File: src/rtl/mtc_pkg.sv
package mtc_pkg;
  typedef enum logic [2:0] {
    OP_ERR   = 3'd0,
    OP_MREQ  = 3'd1,
    OP_WAIT  = 3'd2,
    OP_WTAG  = 3'd3,
    OP_WDAT  = 3'd4,
    OP_SETST = 3'd5,
    OP_RESP  = 3'd6,
    OP_DONE  = 3'd7
  } uop_e;

  localparam int OP_W = 3;
  localparam int EV_W = 2;

  localparam logic [1:0] CMD_ACCESS  = 2'd0;
  localparam logic [1:0] CMD_PRELOAD = 2'd1;

  localparam logic [EV_W-1:0] EV_HIT     = 2'd0;
  localparam logic [EV_W-1:0] EV_MISS    = 2'd1;
  localparam logic [EV_W-1:0] EV_PRELOAD = 2'd2;
  localparam logic [EV_W-1:0] EV_EVICT   = 2'd3;

  function automatic int imax(input int a, input int b);
    return (a > b) ? a : b;
  endfunction
endpackage

File: src/rtl/mtc_tags.sv
module mtc_tags #(
  parameter int ENTRIES = 4,
  parameter int KEY_W   = 16,
  parameter int STATE_W = 2,
  localparam int IDX_W  = $clog2(ENTRIES)
) (
  input  logic               clk,
  input  logic               rst_n,
  input  logic [KEY_W-1:0]   lk_key,
  output logic [IDX_W-1:0]   lk_idx,
  output logic               lk_hit,
  output logic [STATE_W-1:0] lk_state,
  input  logic               tw_en,
  input  logic [IDX_W-1:0]   tw_idx,
  input  logic [KEY_W-1:0]   tw_key,
  input  logic               sw_en,
  input  logic [IDX_W-1:0]   sw_idx,
  input  logic [STATE_W-1:0] sw_state
);
  logic [KEY_W-1:0]   key_q [ENTRIES];
  logic [STATE_W-1:0] st_q  [ENTRIES];

  for (genvar e = 0; e < ENTRIES; e++) begin : g_entry
    always_ff @(posedge clk) begin
      if (!rst_n) begin
        key_q[e] <= '0;
        st_q[e]  <= '0;
      end else begin
        if (tw_en && tw_idx == IDX_W'(e)) key_q[e] <= tw_key;
        if (sw_en && sw_idx == IDX_W'(e)) st_q[e]  <= sw_state;
      end
    end
  end

  assign lk_idx   = lk_key[IDX_W-1:0];
  assign lk_state = st_q[lk_idx];
  assign lk_hit   = (st_q[lk_idx] != '0) && (key_q[lk_idx] == lk_key);
endmodule

File: src/rtl/mtc_route.sv
module mtc_route #(
  parameter int UPC_W  = 5,
  parameter int RT_W   = 4,
  parameter int UW     = 5,
  localparam int UC_DEPTH = 1 << UPC_W,
  localparam int RT_DEPTH = 1 << RT_W
) (
  input  logic             clk,
  input  logic             rst_n,
  input  logic             cfg_en,
  input  logic             cfg_table,
  input  logic [UPC_W-1:0] cfg_addr,
  input  logic [UW-1:0]    cfg_data,
  input  logic [RT_W-1:0]  rt_idx,
  output logic [UPC_W-1:0] rt_ptr,
  input  logic [UPC_W-1:0] uc_addr,
  output logic [UW-1:0]    uc_word
);
  logic [UW-1:0]    ucode [UC_DEPTH];
  logic [UPC_W-1:0] route [RT_DEPTH];

  always_ff @(posedge clk) begin
    if (!rst_n) begin
      for (int i = 0; i < UC_DEPTH; i++) ucode[i] <= '0;
    end else if (cfg_en && !cfg_table) begin
      ucode[cfg_addr] <= cfg_data;
    end
  end

  always_ff @(posedge clk) begin
    if (!rst_n) begin
      for (int i = 0; i < RT_DEPTH; i++) route[i] <= '0;
    end else if (cfg_en && cfg_table && ((cfg_addr >> RT_W) == '0)) begin
      route[cfg_addr[RT_W-1:0]] <= cfg_data[UPC_W-1:0];
    end
  end

  assign rt_ptr  = route[rt_idx];
  assign uc_word = ucode[uc_addr];
endmodule

File: src/rtl/mtc_data.sv
module mtc_data #(
  parameter int ENTRIES = 4,
  parameter int SECTORS = 4,
  parameter int BANKS   = 2,
  parameter int WORD_W  = 16,
  localparam int IDX_W  = $clog2(ENTRIES),
  localparam int SEC_W  = $clog2(SECTORS),
  localparam int DW     = BANKS * WORD_W
) (
  input  logic             clk,
  input  logic             wr_en,
  input  logic [IDX_W-1:0] wr_idx,
  input  logic [SEC_W-1:0] wr_sec,
  input  logic [DW-1:0]    wr_data,
  input  logic [IDX_W-1:0] rd_idx,
  input  logic [SEC_W-1:0] rd_sec,
  output logic [DW-1:0]    rd_data
);
  for (genvar b = 0; b < BANKS; b++) begin : g_bank
    logic [WORD_W-1:0] mem [ENTRIES][SECTORS];
    always_ff @(posedge clk) begin
      if (wr_en) mem[wr_idx][wr_sec] <= wr_data[b*WORD_W +: WORD_W];
    end
    assign rd_data[b*WORD_W +: WORD_W] = mem[rd_idx][rd_sec];
  end
endmodule

File: src/rtl/mtc_seq.sv
module mtc_seq import mtc_pkg::*; #(
  parameter int KEY_W   = 16,
  parameter int IDX_W   = 2,
  parameter int SEC_W   = 2,
  parameter int STATE_W = 2,
  parameter int UPC_W   = 5,
  parameter int ARG_W   = 2,
  parameter int DW      = 32,
  localparam int UW     = OP_W + ARG_W
) (
  input  logic               clk,
  input  logic               rst_n,
  input  logic               start,
  input  logic [KEY_W-1:0]   st_key,
  input  logic [SEC_W-1:0]   st_sec,
  input  logic [IDX_W-1:0]   st_idx,
  input  logic [STATE_W-1:0] st_state,
  input  logic [UPC_W-1:0]   st_ptr,
  output logic [UPC_W-1:0]   uc_addr,
  input  logic [UW-1:0]      uc_word,
  output logic               mem_req_valid,
  input  logic               mem_req_ready,
  output logic [KEY_W-1:0]   mem_req_key,
  output logic [SEC_W-1:0]   mem_req_sector,
  output logic [IDX_W-1:0]   mem_req_id,
  input  logic               mem_rsp_valid,
  input  logic [IDX_W-1:0]   mem_rsp_id,
  input  logic [DW-1:0]      mem_rsp_data,
  output logic               tw_en,
  output logic               sw_en,
  output logic [STATE_W-1:0] sw_state,
  output logic               dw_en,
  output logic [SEC_W-1:0]   dw_sec,
  output logic [DW-1:0]      dw_data,
  output logic               resp_fire,
  output logic               busy,
  output logic [IDX_W-1:0]   cur_idx,
  output logic [KEY_W-1:0]   cur_key,
  output logic [SEC_W-1:0]   cur_sec,
  output logic               err_flag
);
  logic [UPC_W-1:0]   upc;
  logic [STATE_W-1:0] nst;
  logic [DW-1:0]      fill_q;
  uop_e               op;
  logic [ARG_W-1:0]   arg;

  assign op  = uop_e'(uc_word[UW-1:ARG_W]);
  assign arg = uc_word[ARG_W-1:0];
  assign uc_addr = upc;

  assign mem_req_valid  = busy && (op == OP_MREQ);
  assign mem_req_key    = cur_key;
  assign mem_req_sector = arg[SEC_W-1:0];
  assign mem_req_id     = cur_idx;
  assign tw_en          = busy && (op == OP_WTAG);
  assign dw_en          = busy && (op == OP_WDAT);
  assign dw_sec         = arg[SEC_W-1:0];
  assign dw_data        = fill_q;
  assign sw_en          = busy && (op == OP_DONE);
  assign sw_state       = nst;
  assign resp_fire      = busy && (op == OP_RESP);

  always_ff @(posedge clk) begin
    if (!rst_n) begin
      busy     <= 1'b0;
      upc      <= '0;
      nst      <= '0;
      fill_q   <= '0;
      cur_idx  <= '0;
      cur_key  <= '0;
      cur_sec  <= '0;
      err_flag <= 1'b0;
    end else if (start) begin
      busy    <= 1'b1;
      upc     <= st_ptr;
      cur_key <= st_key;
      cur_sec <= st_sec;
      cur_idx <= st_idx;
      nst     <= st_state;
    end else if (busy) begin
      case (op)
        OP_ERR: begin
          err_flag <= 1'b1;
          busy     <= 1'b0;
        end
        OP_DONE: busy <= 1'b0;
        OP_MREQ: if (mem_req_ready) upc <= upc + 1'b1;
        OP_WAIT: begin
          if (mem_rsp_valid && mem_rsp_id == cur_idx) begin
            fill_q <= mem_rsp_data;
            upc    <= upc + 1'b1;
          end
        end
        OP_SETST: begin
          nst <= arg[STATE_W-1:0];
          upc <= upc + 1'b1;
        end
        default: upc <= upc + 1'b1;
      endcase
    end
  end
endmodule

File: src/rtl/metatag_cache.sv
module metatag_cache import mtc_pkg::*; #(
  parameter int ENTRIES = 4,
  parameter int KEY_W   = 16,
  parameter int SECTORS = 4,
  parameter int BANKS   = 2,
  parameter int WORD_W  = 16,
  parameter int STATE_W = 2,
  parameter int UPC_W   = 5,
  localparam int IDX_W  = $clog2(ENTRIES),
  localparam int SEC_W  = $clog2(SECTORS),
  localparam int ARG_W  = imax(SEC_W, STATE_W),
  localparam int UW     = OP_W + ARG_W,
  localparam int DW     = BANKS * WORD_W,
  localparam int RT_W   = STATE_W + EV_W
) (
  input  logic             clk,
  input  logic             rst_n,
  input  logic             ev_valid,
  output logic             ev_ready,
  input  logic [1:0]       ev_cmd,
  input  logic [KEY_W-1:0] ev_key,
  input  logic [SEC_W-1:0] ev_sector,
  output logic             rsp_valid,
  output logic [KEY_W-1:0] rsp_key,
  output logic [DW-1:0]    rsp_data,
  output logic             mem_req_valid,
  input  logic             mem_req_ready,
  output logic [KEY_W-1:0] mem_req_key,
  output logic [SEC_W-1:0] mem_req_sector,
  output logic [IDX_W-1:0] mem_req_id,
  input  logic             mem_rsp_valid,
  input  logic [IDX_W-1:0] mem_rsp_id,
  input  logic [DW-1:0]    mem_rsp_data,
  input  logic             cfg_we,
  input  logic             cfg_table,
  input  logic [UPC_W-1:0] cfg_addr,
  input  logic [UW-1:0]    cfg_data,
  output logic             err_flag
);
  logic [IDX_W-1:0]   lk_idx;
  logic               lk_hit;
  logic [STATE_W-1:0] lk_state;
  logic [EV_W-1:0]    ev_code;
  logic [UPC_W-1:0]   rt_ptr;
  logic [UPC_W-1:0]   uc_addr;
  logic [UW-1:0]      uc_word;
  logic               seq_busy;
  logic               seq_start;
  logic               tw_en, sw_en, dw_en, resp_fire;
  logic [STATE_W-1:0] sw_state;
  logic [SEC_W-1:0]   dw_sec;
  logic [DW-1:0]      dw_data;
  logic [IDX_W-1:0]   cur_idx;
  logic [KEY_W-1:0]   cur_key;
  logic [SEC_W-1:0]   cur_sec;
  logic               byp_ok, byp_fire;
  logic [IDX_W-1:0]   rd_idx;
  logic [SEC_W-1:0]   rd_sec;
  logic [DW-1:0]      rd_data;

  mtc_tags #(.ENTRIES(ENTRIES), .KEY_W(KEY_W), .STATE_W(STATE_W)) u_tags (
    .clk(clk), .rst_n(rst_n),
    .lk_key(ev_key), .lk_idx(lk_idx), .lk_hit(lk_hit), .lk_state(lk_state),
    .tw_en(tw_en), .tw_idx(cur_idx), .tw_key(cur_key),
    .sw_en(sw_en), .sw_idx(cur_idx), .sw_state(sw_state)
  );

  always_comb begin
    if (ev_cmd == CMD_ACCESS)       ev_code = lk_hit ? EV_HIT : EV_MISS;
    else if (ev_cmd == CMD_PRELOAD) ev_code = EV_PRELOAD;
    else                            ev_code = EV_EVICT;
  end

  mtc_route #(.UPC_W(UPC_W), .RT_W(RT_W), .UW(UW)) u_route (
    .clk(clk), .rst_n(rst_n),
    .cfg_en(cfg_we && !seq_busy), .cfg_table(cfg_table),
    .cfg_addr(cfg_addr), .cfg_data(cfg_data),
    .rt_idx({lk_state, ev_code}), .rt_ptr(rt_ptr),
    .uc_addr(uc_addr), .uc_word(uc_word)
  );

  // Only plain hits on another entry may overtake a running routine.
  assign byp_ok    = seq_busy && (lk_idx != cur_idx) && (ev_cmd == CMD_ACCESS)
                     && lk_hit && !resp_fire;
  assign ev_ready  = !seq_busy || byp_ok;
  assign seq_start = ev_valid && !seq_busy;
  assign byp_fire  = ev_valid && byp_ok;

  mtc_seq #(.KEY_W(KEY_W), .IDX_W(IDX_W), .SEC_W(SEC_W), .STATE_W(STATE_W),
            .UPC_W(UPC_W), .ARG_W(ARG_W), .DW(DW)) u_seq (
    .clk(clk), .rst_n(rst_n), .start(seq_start),
    .st_key(ev_key), .st_sec(ev_sector), .st_idx(lk_idx),
    .st_state(lk_state), .st_ptr(rt_ptr),
    .uc_addr(uc_addr), .uc_word(uc_word),
    .mem_req_valid(mem_req_valid), .mem_req_ready(mem_req_ready),
    .mem_req_key(mem_req_key), .mem_req_sector(mem_req_sector),
    .mem_req_id(mem_req_id), .mem_rsp_valid(mem_rsp_valid),
    .mem_rsp_id(mem_rsp_id), .mem_rsp_data(mem_rsp_data),
    .tw_en(tw_en), .sw_en(sw_en), .sw_state(sw_state),
    .dw_en(dw_en), .dw_sec(dw_sec), .dw_data(dw_data),
    .resp_fire(resp_fire), .busy(seq_busy),
    .cur_idx(cur_idx), .cur_key(cur_key), .cur_sec(cur_sec),
    .err_flag(err_flag)
  );

  assign rd_idx = resp_fire ? cur_idx : lk_idx;
  assign rd_sec = resp_fire ? cur_sec : ev_sector;

  mtc_data #(.ENTRIES(ENTRIES), .SECTORS(SECTORS), .BANKS(BANKS), .WORD_W(WORD_W)) u_data (
    .clk(clk), .wr_en(dw_en), .wr_idx(cur_idx), .wr_sec(dw_sec), .wr_data(dw_data),
    .rd_idx(rd_idx), .rd_sec(rd_sec), .rd_data(rd_data)
  );

  always_ff @(posedge clk) begin
    if (!rst_n) begin
      rsp_valid <= 1'b0;
      rsp_key   <= '0;
      rsp_data  <= '0;
    end else begin
      rsp_valid <= resp_fire || byp_fire;
      if (resp_fire || byp_fire) begin
        rsp_key  <= resp_fire ? cur_key : ev_key;
        rsp_data <= rd_data;
      end
    end
  end
endmodule

File: config.mk
export PLATFORM = sky130hd
export DESIGN_NAME = metatag_cache
export DESIGN_NICKNAME = d
export VERILOG_FILES = /design/src/rtl/mtc_pkg.sv /design/src/rtl/mtc_tags.sv /design/src/rtl/mtc_route.sv /design/src/rtl/mtc_data.sv /design/src/rtl/mtc_seq.sv /design/src/rtl/metatag_cache.sv
export SDC_FILE = /design/constraint.sdc
export NUM_CORES = 1
export LEC_CHECK = 0
export CAP_MARGIN = 25
export CORE_ASPECT_RATIO = 0.6
export CORE_MARGIN = 10
export CORE_UTILIZATION = 45
export CTS_CLUSTER_DIAMETER = 120
export DETAILED_ROUTE_END_ITERATION = 10
export DONT_BUFFER_PORTS = 1
export PLACE_DENSITY = 0.72
export SLEW_MARGIN = 20
export SYNTH_ARGS = -nofsm -noshare
export SYNTH_HDL_FRONTEND = slang
export SYNTH_HIERARCHICAL = 1
export SYNTH_SLANG_ARGS = --single-unit
File: constraint.sdc
create_clock -name clk -period 17.53 [get_ports clk]
set_clock_uncertainty 0.1 [all_clocks]
set_input_delay 2.6295 -clock clk [delete_from_list [all_inputs] [get_ports clk]]
set_output_delay 2.6295 -clock clk [all_outputs]
set_load 0.005 [all_outputs]
After elaboration in Yosys (flattened, before gate mapping) --
Memories as Yosys holds them, arrays and structs flattened. A register that Yosys moved wholly into a read port is not among the register bits. Cells that the tools add are included.
Word-level totals: bits of input ports 71, logic and storage cells 168, RAM bits 824, memories kept 6, bits in registers 110, output and inout bits 72
Memory list:
- u_data.g_bank[0].mem | words 4, bits a word 64, rd ports 1, clocked after Yosys merged registers in 0, write ports 1, RTL line mtc_data.sv:20 | logic [WORD_W-1:0] mem [ENTRIES][SECTORS];
- u_data.g_bank[1].mem | words 4, bits a word 64, rd ports 1, clocked after Yosys merged registers in 0, write ports 1, RTL line mtc_data.sv:20
- u_route.ucode | words 32, bits a word 5, rd ports 1, clocked after Yosys merged registers in 1, write ports 32, RTL line mtc_route.sv:19 | logic [UW-1:0] ucode [UC_DEPTH];
- u_route.route | words 16, bits a word 5, rd ports 1, clocked after Yosys merged registers in 0, write ports 16, RTL line mtc_route.sv:20 | logic [UPC_W-1:0] route [RT_DEPTH];
- u_tags.key_q | words 4, bits a word 16, rd ports 1, clocked after Yosys merged registers in 0, write ports 4, RTL line mtc_tags.sv:20 | logic [KEY_W-1:0] key_q [ENTRIES];
- u_tags.st_q | words 4, bits a word 2, rd ports 1, clocked after Yosys merged registers in 0, write ports 4, RTL line mtc_tags.sv:21 | logic [STATE_W-1:0] st_q [ENTRIES];
Cells by class: muxes and demuxes 74, $lt $le $gt $ge 3, reductions and logical operators 45, equality and inequality tests 17, add/sub/neg operators 1, bitwise gates (word level) 11
Operators with widths (number):
- two-way mux 16 bit | 10
- binary-select mux 16 bit (select 2 bit) | 2
- two-way mux 64 bit | 1
- two-way mux 5 bit | 9
- two-way mux 1 bit | 39
- demux 16 bit (select 2 bit) | 1
- logical AND 1 bit | 26
- two-way mux 2 bit | 10
- == test 16 bit | 1
- one-hot mux 5 bit (3 select lines) | 1
- == test 3 bit, second input constant | 4
- OR reduction 5 bit | 2
- bitwise OR 1 bit | 8
- AND reduction 4 bit | 2
- == test 3 x 2 -> 1 bit, second input constant | 2
- >= comparator 3 bit, second input constant | 2
- NOT 2 -> 3 bit | 2
- nonzero test 2 bit | 3
- adder 5 x 1 -> 5 bit, second input constant | 1
- zero test 5 bit | 1
- == test 2 x 1 -> 1 bit, second input constant | 2
- == test 2 bit, second input constant | 2
- zero test 2 bit | 2
- two-way mux 4 bit | 1
- other kinds (14) | 17

Depth between registers and ports, before layout --
depth in word-level cells 9, depth in mapped cells 17, gate-level depth less buffers 11

Hierarchy --
Netlist, hierarchy kept.
By module, submodules not included:
- mtc_data | cells each 806, instances 1, area an instance 19195.9 µm², seq. area each 15374.7 µm²
- mtc_route | cells each 732, instances 1, area an instance 11330.9 µm², seq. area each 7206.9 µm²
- mtc_tags | cells each 222, instances 1, area an instance 3352.0 µm², seq. area each 2162.1 µm²
- mtc_seq | cells each 309, instances 1, area an instance 2807.7 µm², seq. area each 1221.2 µm²
- metatag_cache | cells each 245, instances 1, area an instance 2229.6 µm², seq. area each 980.9 µm²

Worst setup path before layout --
Ideal clock, no wire load.
path kind input to output, start point in ev_key[1], end point out ev_ready, path slack 10450 ps, buffers on the path 2, arrival time 4350 ps, required time 14800 ps, stages 9, cell sequence buf_2 > buf_1 > mux4_1 > xor2_1 > nor4_1 > nand4_1 > nor3_1 > nand3_1 > o21ai_0
Between the ends: cells in the longest elaborated chain, start to end 6, elaborated cells between the ends (all ways) 11, classes of those cells eq/ne: 2; reduce/logical: 7; memory: 2
Ends and longest elaborated chain:
- start: declaration | RTL line metatag_cache.sv:21 | input logic [KEY_W-1:0] ev_key,
- memory read (4 x 16 bit) / memory read (4 x 2 bit) (equally long branches)
- == test 16 bit / nonzero test 2 bit (equally long branches) | RTL line mtc_tags.sv:37 | assign lk_hit = (st_q[lk_idx] != '0) && (key_q[lk_idx] == lk_key);
- logical AND 1 bit * | RTL line mtc_tags.sv:37
- via lk_hit | RTL line metatag_cache.sv:41 | logic lk_hit;
- logical AND 1 bit * (2 in series) | RTL line metatag_cache.sv:84 | && lk_hit && !resp_fire;
- logical OR 1 bit * | RTL line metatag_cache.sv:85 | assign ev_ready = !seq_busy || byp_ok;
- end: declaration | RTL line metatag_cache.sv:19 | output logic ev_ready,
The timed path passes the listed nets; every way through them passes the cells marked *.

Final worst setup path --
start point in ev_key[0], end point out ev_ready
The elaborated chain is that of the path after synthesis.

==> flow_metrics.tcl <==
set metrics [dict create \
    netlist.area_leader.share_pct 63.6 \
    pwr-share-comb_pct 5.8 \
    clockBufferDepth 3 \
    fin_setup_tns_ns 0 \
    start_kind "input pin" \
    r2r-end "rsp_data[4]" \
    cts_setup_buffers 0 \
    fp.coreArea_um2 85700 \
    grt_pass1_wl_mm 137 \
    yosysWarnings 6 \
    synthArstFlopShare_pct 0 \
    die_w_um 400 \
    clock-sinks 934 \
    cellLeakagePower_nw 15.3 \
    critPathKind "in2out" \
    io_pins 143 \
    min_from "rsp_data[3]" \
    crit_slowest_cell "nor3_1" \
    port-buffer-count 0 \
    layout.nets 2338 \
    synth_edf_count 824 \
    vdd_drop_max_mv 0.0864 \
    grt_max_degree 204 \
    fillers 6786 \
    n_antenna_cell 0 \
    path_delay_family "simple AND/OR/NAND/NOR gates" \
    drtPass1Iterations 5 \
    slew_headroom_pct 28.2 \
    gp_congestion 0.824 \
    antenna_found_initial 3 \
    power.switching_mw 1.00 \
    seq_power_share_pct 53.0 \
    routed_via_density 5.97 \
    clk_pin_slew_worst_paths_ns 0.06 \
    synthesis.area_um2 38900 \
    slowest_delay_ns 0.60 \
    ys_types 55 \
    p_int_mw 3.63 \
    clockPowerShare_pct 41.2 \
    r2r_start "u_seq/uc_addr[1]" \
    rr_worst_depth 15 \
    htreeDepth 3 \
    startpoint "ev_key[0]" \
    setup_viol 0 \
    r2r_slack_ns 11.07 \
    min_period_over_period_pct 45.2 \
    rsz0062_at_grt "no" \
    hold_viol 0 \
    status "finished, final reports clean" \
    cp.required_ns 14.80 \
    ant_nets 0 \
    grt_usage_pct 18.4 \
    maxCapViolCount 0 \
    final_max_slew_viol_count 0 \
    fp.dieArea_um2 99000 \
    power.total_mw 4.63 \
    area_growth_pct 10.3 \
    syn_nets 2386 \
    swShare_pct 21.6 \
    num_rows 83 \
    cts.repair.resized 0 \
    worst-path-buf-inv 0 \
    synth-seq-cells 934 \
    cp_max_fo 25 \
    synth.yosys.seq_area_share_pct 69.2 \
    wl_per_cell_um 26.6 \
    path_cells "mux4_1 -> xor2_1 -> nor4_1 -> nand4_1 -> nor3_1 -> nand3_1 -> o21ai_0" \
    drt_wl_total_mm 92.6 \
    cts-root-buf "clkbuf_16" \
    power_density_nw_per_um2 108 \
    synth_area_leaders "edfxtp_1, mux4_2, dfxtp_1" \
    cp_num_cells 7 \
    multi_input_area_um2 11200 \
    drtIter0Drc 2343 \
    clock_latency_ns 0.65 \
    final_area_um2 42900 \
    arrival_ns 5.19 \
    start_util_pct 45.4 \
    hp-class "reg2reg" \
    cts_tree "done" \
    dp_hpwl_mm 54.8 \
    worstMarginPinSlew_ns 1.07 \
    numCtsBuffers 87 \
    synth_top_area_cell "edfxtp_1" \
    fin_crit_ns 7.92 \
    seqCellArea_um2 26900 \
    cp-end-kind "output pin" \
    overflow 0 \
    hold_buffers 0 \
    avgSynthCellArea_um2 16.8 \
    grt_pass1_vias 20700 \
    drive_gt1_share_pct 19.3 \
    drc 0 \
    vias 20800 \
    syn_inst 2314 \
    fmax_ghz 0.126 \
    synth_flop_cell "edfxtp_1" \
    placed_cell_area_um2 40000 \
    die_h_um 248 \
    min_path_cells 2 \
    endpoint "ev_ready" \
]
## cell type report
cell class | instances | share of cell area (%)
Sequential cell | 934 | 62.8
Multi-Input combinational cell | 1192 | 26.2
Clock buffer | 112 | 5.50
Tap cell | 1147 | 3.34
Clock inverter | 50 | 1.24
Timing Repair Buffer | 45 | 0.927
Inverter | 6 | 0.0524
## per-stage QoR
step	util (%)	cells	hold slack, ns	setup slack (ns)
3_3_place_gp	46.6	3316	0.371	9.53
5_1_grt	50.1	3486	0.401	9.36
4_1_cts	50.0	3483	0.390	9.53
2_1_floorplan	-	2314	0.351	10.45
6_report	50.1	3486	0.383	9.61
3_5_place_dp	46.7	3321	0.376	9.53
## power groups by stage
stage | Clock (mW) | Combinational (mW) | Sequential [mW]
finish | 1.91 | 0.270 | 2.46
global route | 2.03 | 0.286 | 2.46
CTS | 1.94 | 0.267 | 2.46
detailed placement | 0 | 0.266 | 2.50
global placement | 0 | 0.261 | 2.50
floorplan | 0 | 0.213 | 2.49
## Yosys cell counts (all sizes together) (2+ instances only)
cell type / count
nor2b: 25
a22o: 2
or3: 2
xnor2: 7
mux4: 219
o21ai: 41
nand3b: 6
nand4: 2
nand3: 46
o211a: 2
nand2: 142
a31oi: 4
and3: 22
a22oi: 66
buf: 85
nor2: 44
dfxtp: 110
nor4b: 2
mux2i: 71
nand2b: 52
inv: 6
or4: 2
or3b: 4
nor3: 52
edfxtp: 824
o31a: 2
nor4: 2
a21oi: 15
mux2: 28
xor2: 11
o31ai: 4
and2: 286
clkbuf: 96
a21boi: 20
## tightest hold or removal path: cells and delay by family, from the launching register on
family / cells / cell delay (ns)
AND/OR/NAND/NOR: 1 / 0.06
flip-flops: 1 / 0.32
multiplexers: 1 / 0.05
## state kept, by name, summed over array words and instances (netlist names), 8 cells and up
register	cells
u_data/g_bank.mem	512
u_route/route	80
u_seq/cur_key	16
rsp_data	32
u_tags/key_q	64
u_route/ucode	160
u_tags/st_q	8
u_seq/dw_data	32
rsp_key	16
## metal layers
| metal | GRT usage [%] | routed length (µm) |
|---|---|---|
| met1 | 26.4 | 38900 |
| met2 | 28.0 | 42300 |
| met3 | 4.92 | 9490 |
| met4 | 4.54 | 1830 |
| met5 | 0 | 23 |
## worst min-delay path by stage
stage,end
5_1_grt,rsp_key[10]
2_1_floorplan,rsp_data[0]
3_5_place_dp,rsp_data[13]
6_report,rsp_data[3]
3_3_place_gp,u_seq/cur_sec[0]
4_1_cts,rsp_key[7]
## cell families (layout without fill, tap and decap cells)
group                    after synthesis  in the layout  share of synthesized area [%]
flip-flops                           934            934                           69.2
AND/OR/NAND/NOR                      692            692                           9.72
multiplexers                         318            318                           15.4
buffers and inverters                188            213                           2.37
AO/OA/AOI/OAI                        163            163                           2.86
XOR/XNOR                              18             18                          0.405
adder cells (fa/ha/maj)                1              1                         0.0321
## layout by cell type, fill, tap and decap left out, types with 22 or more instances in the layout
cell type	netlist	final
clkbuf_16	0	88
and2_1	286	286
a22oi_1	66	66
mux4_2	212	212
mux2_2	28	26
nand2_1	142	142
nand2b_1	52	52
o21ai_0	41	37
mux2i_1	71	71
edfxtp_1	824	824
and3_1	22	22
buf_4	36	38
nand3_1	46	44
nor2_1	44	30
nor3_1	52	47
dfxtp_1	110	108
Power figures use the tool's default switching activity.
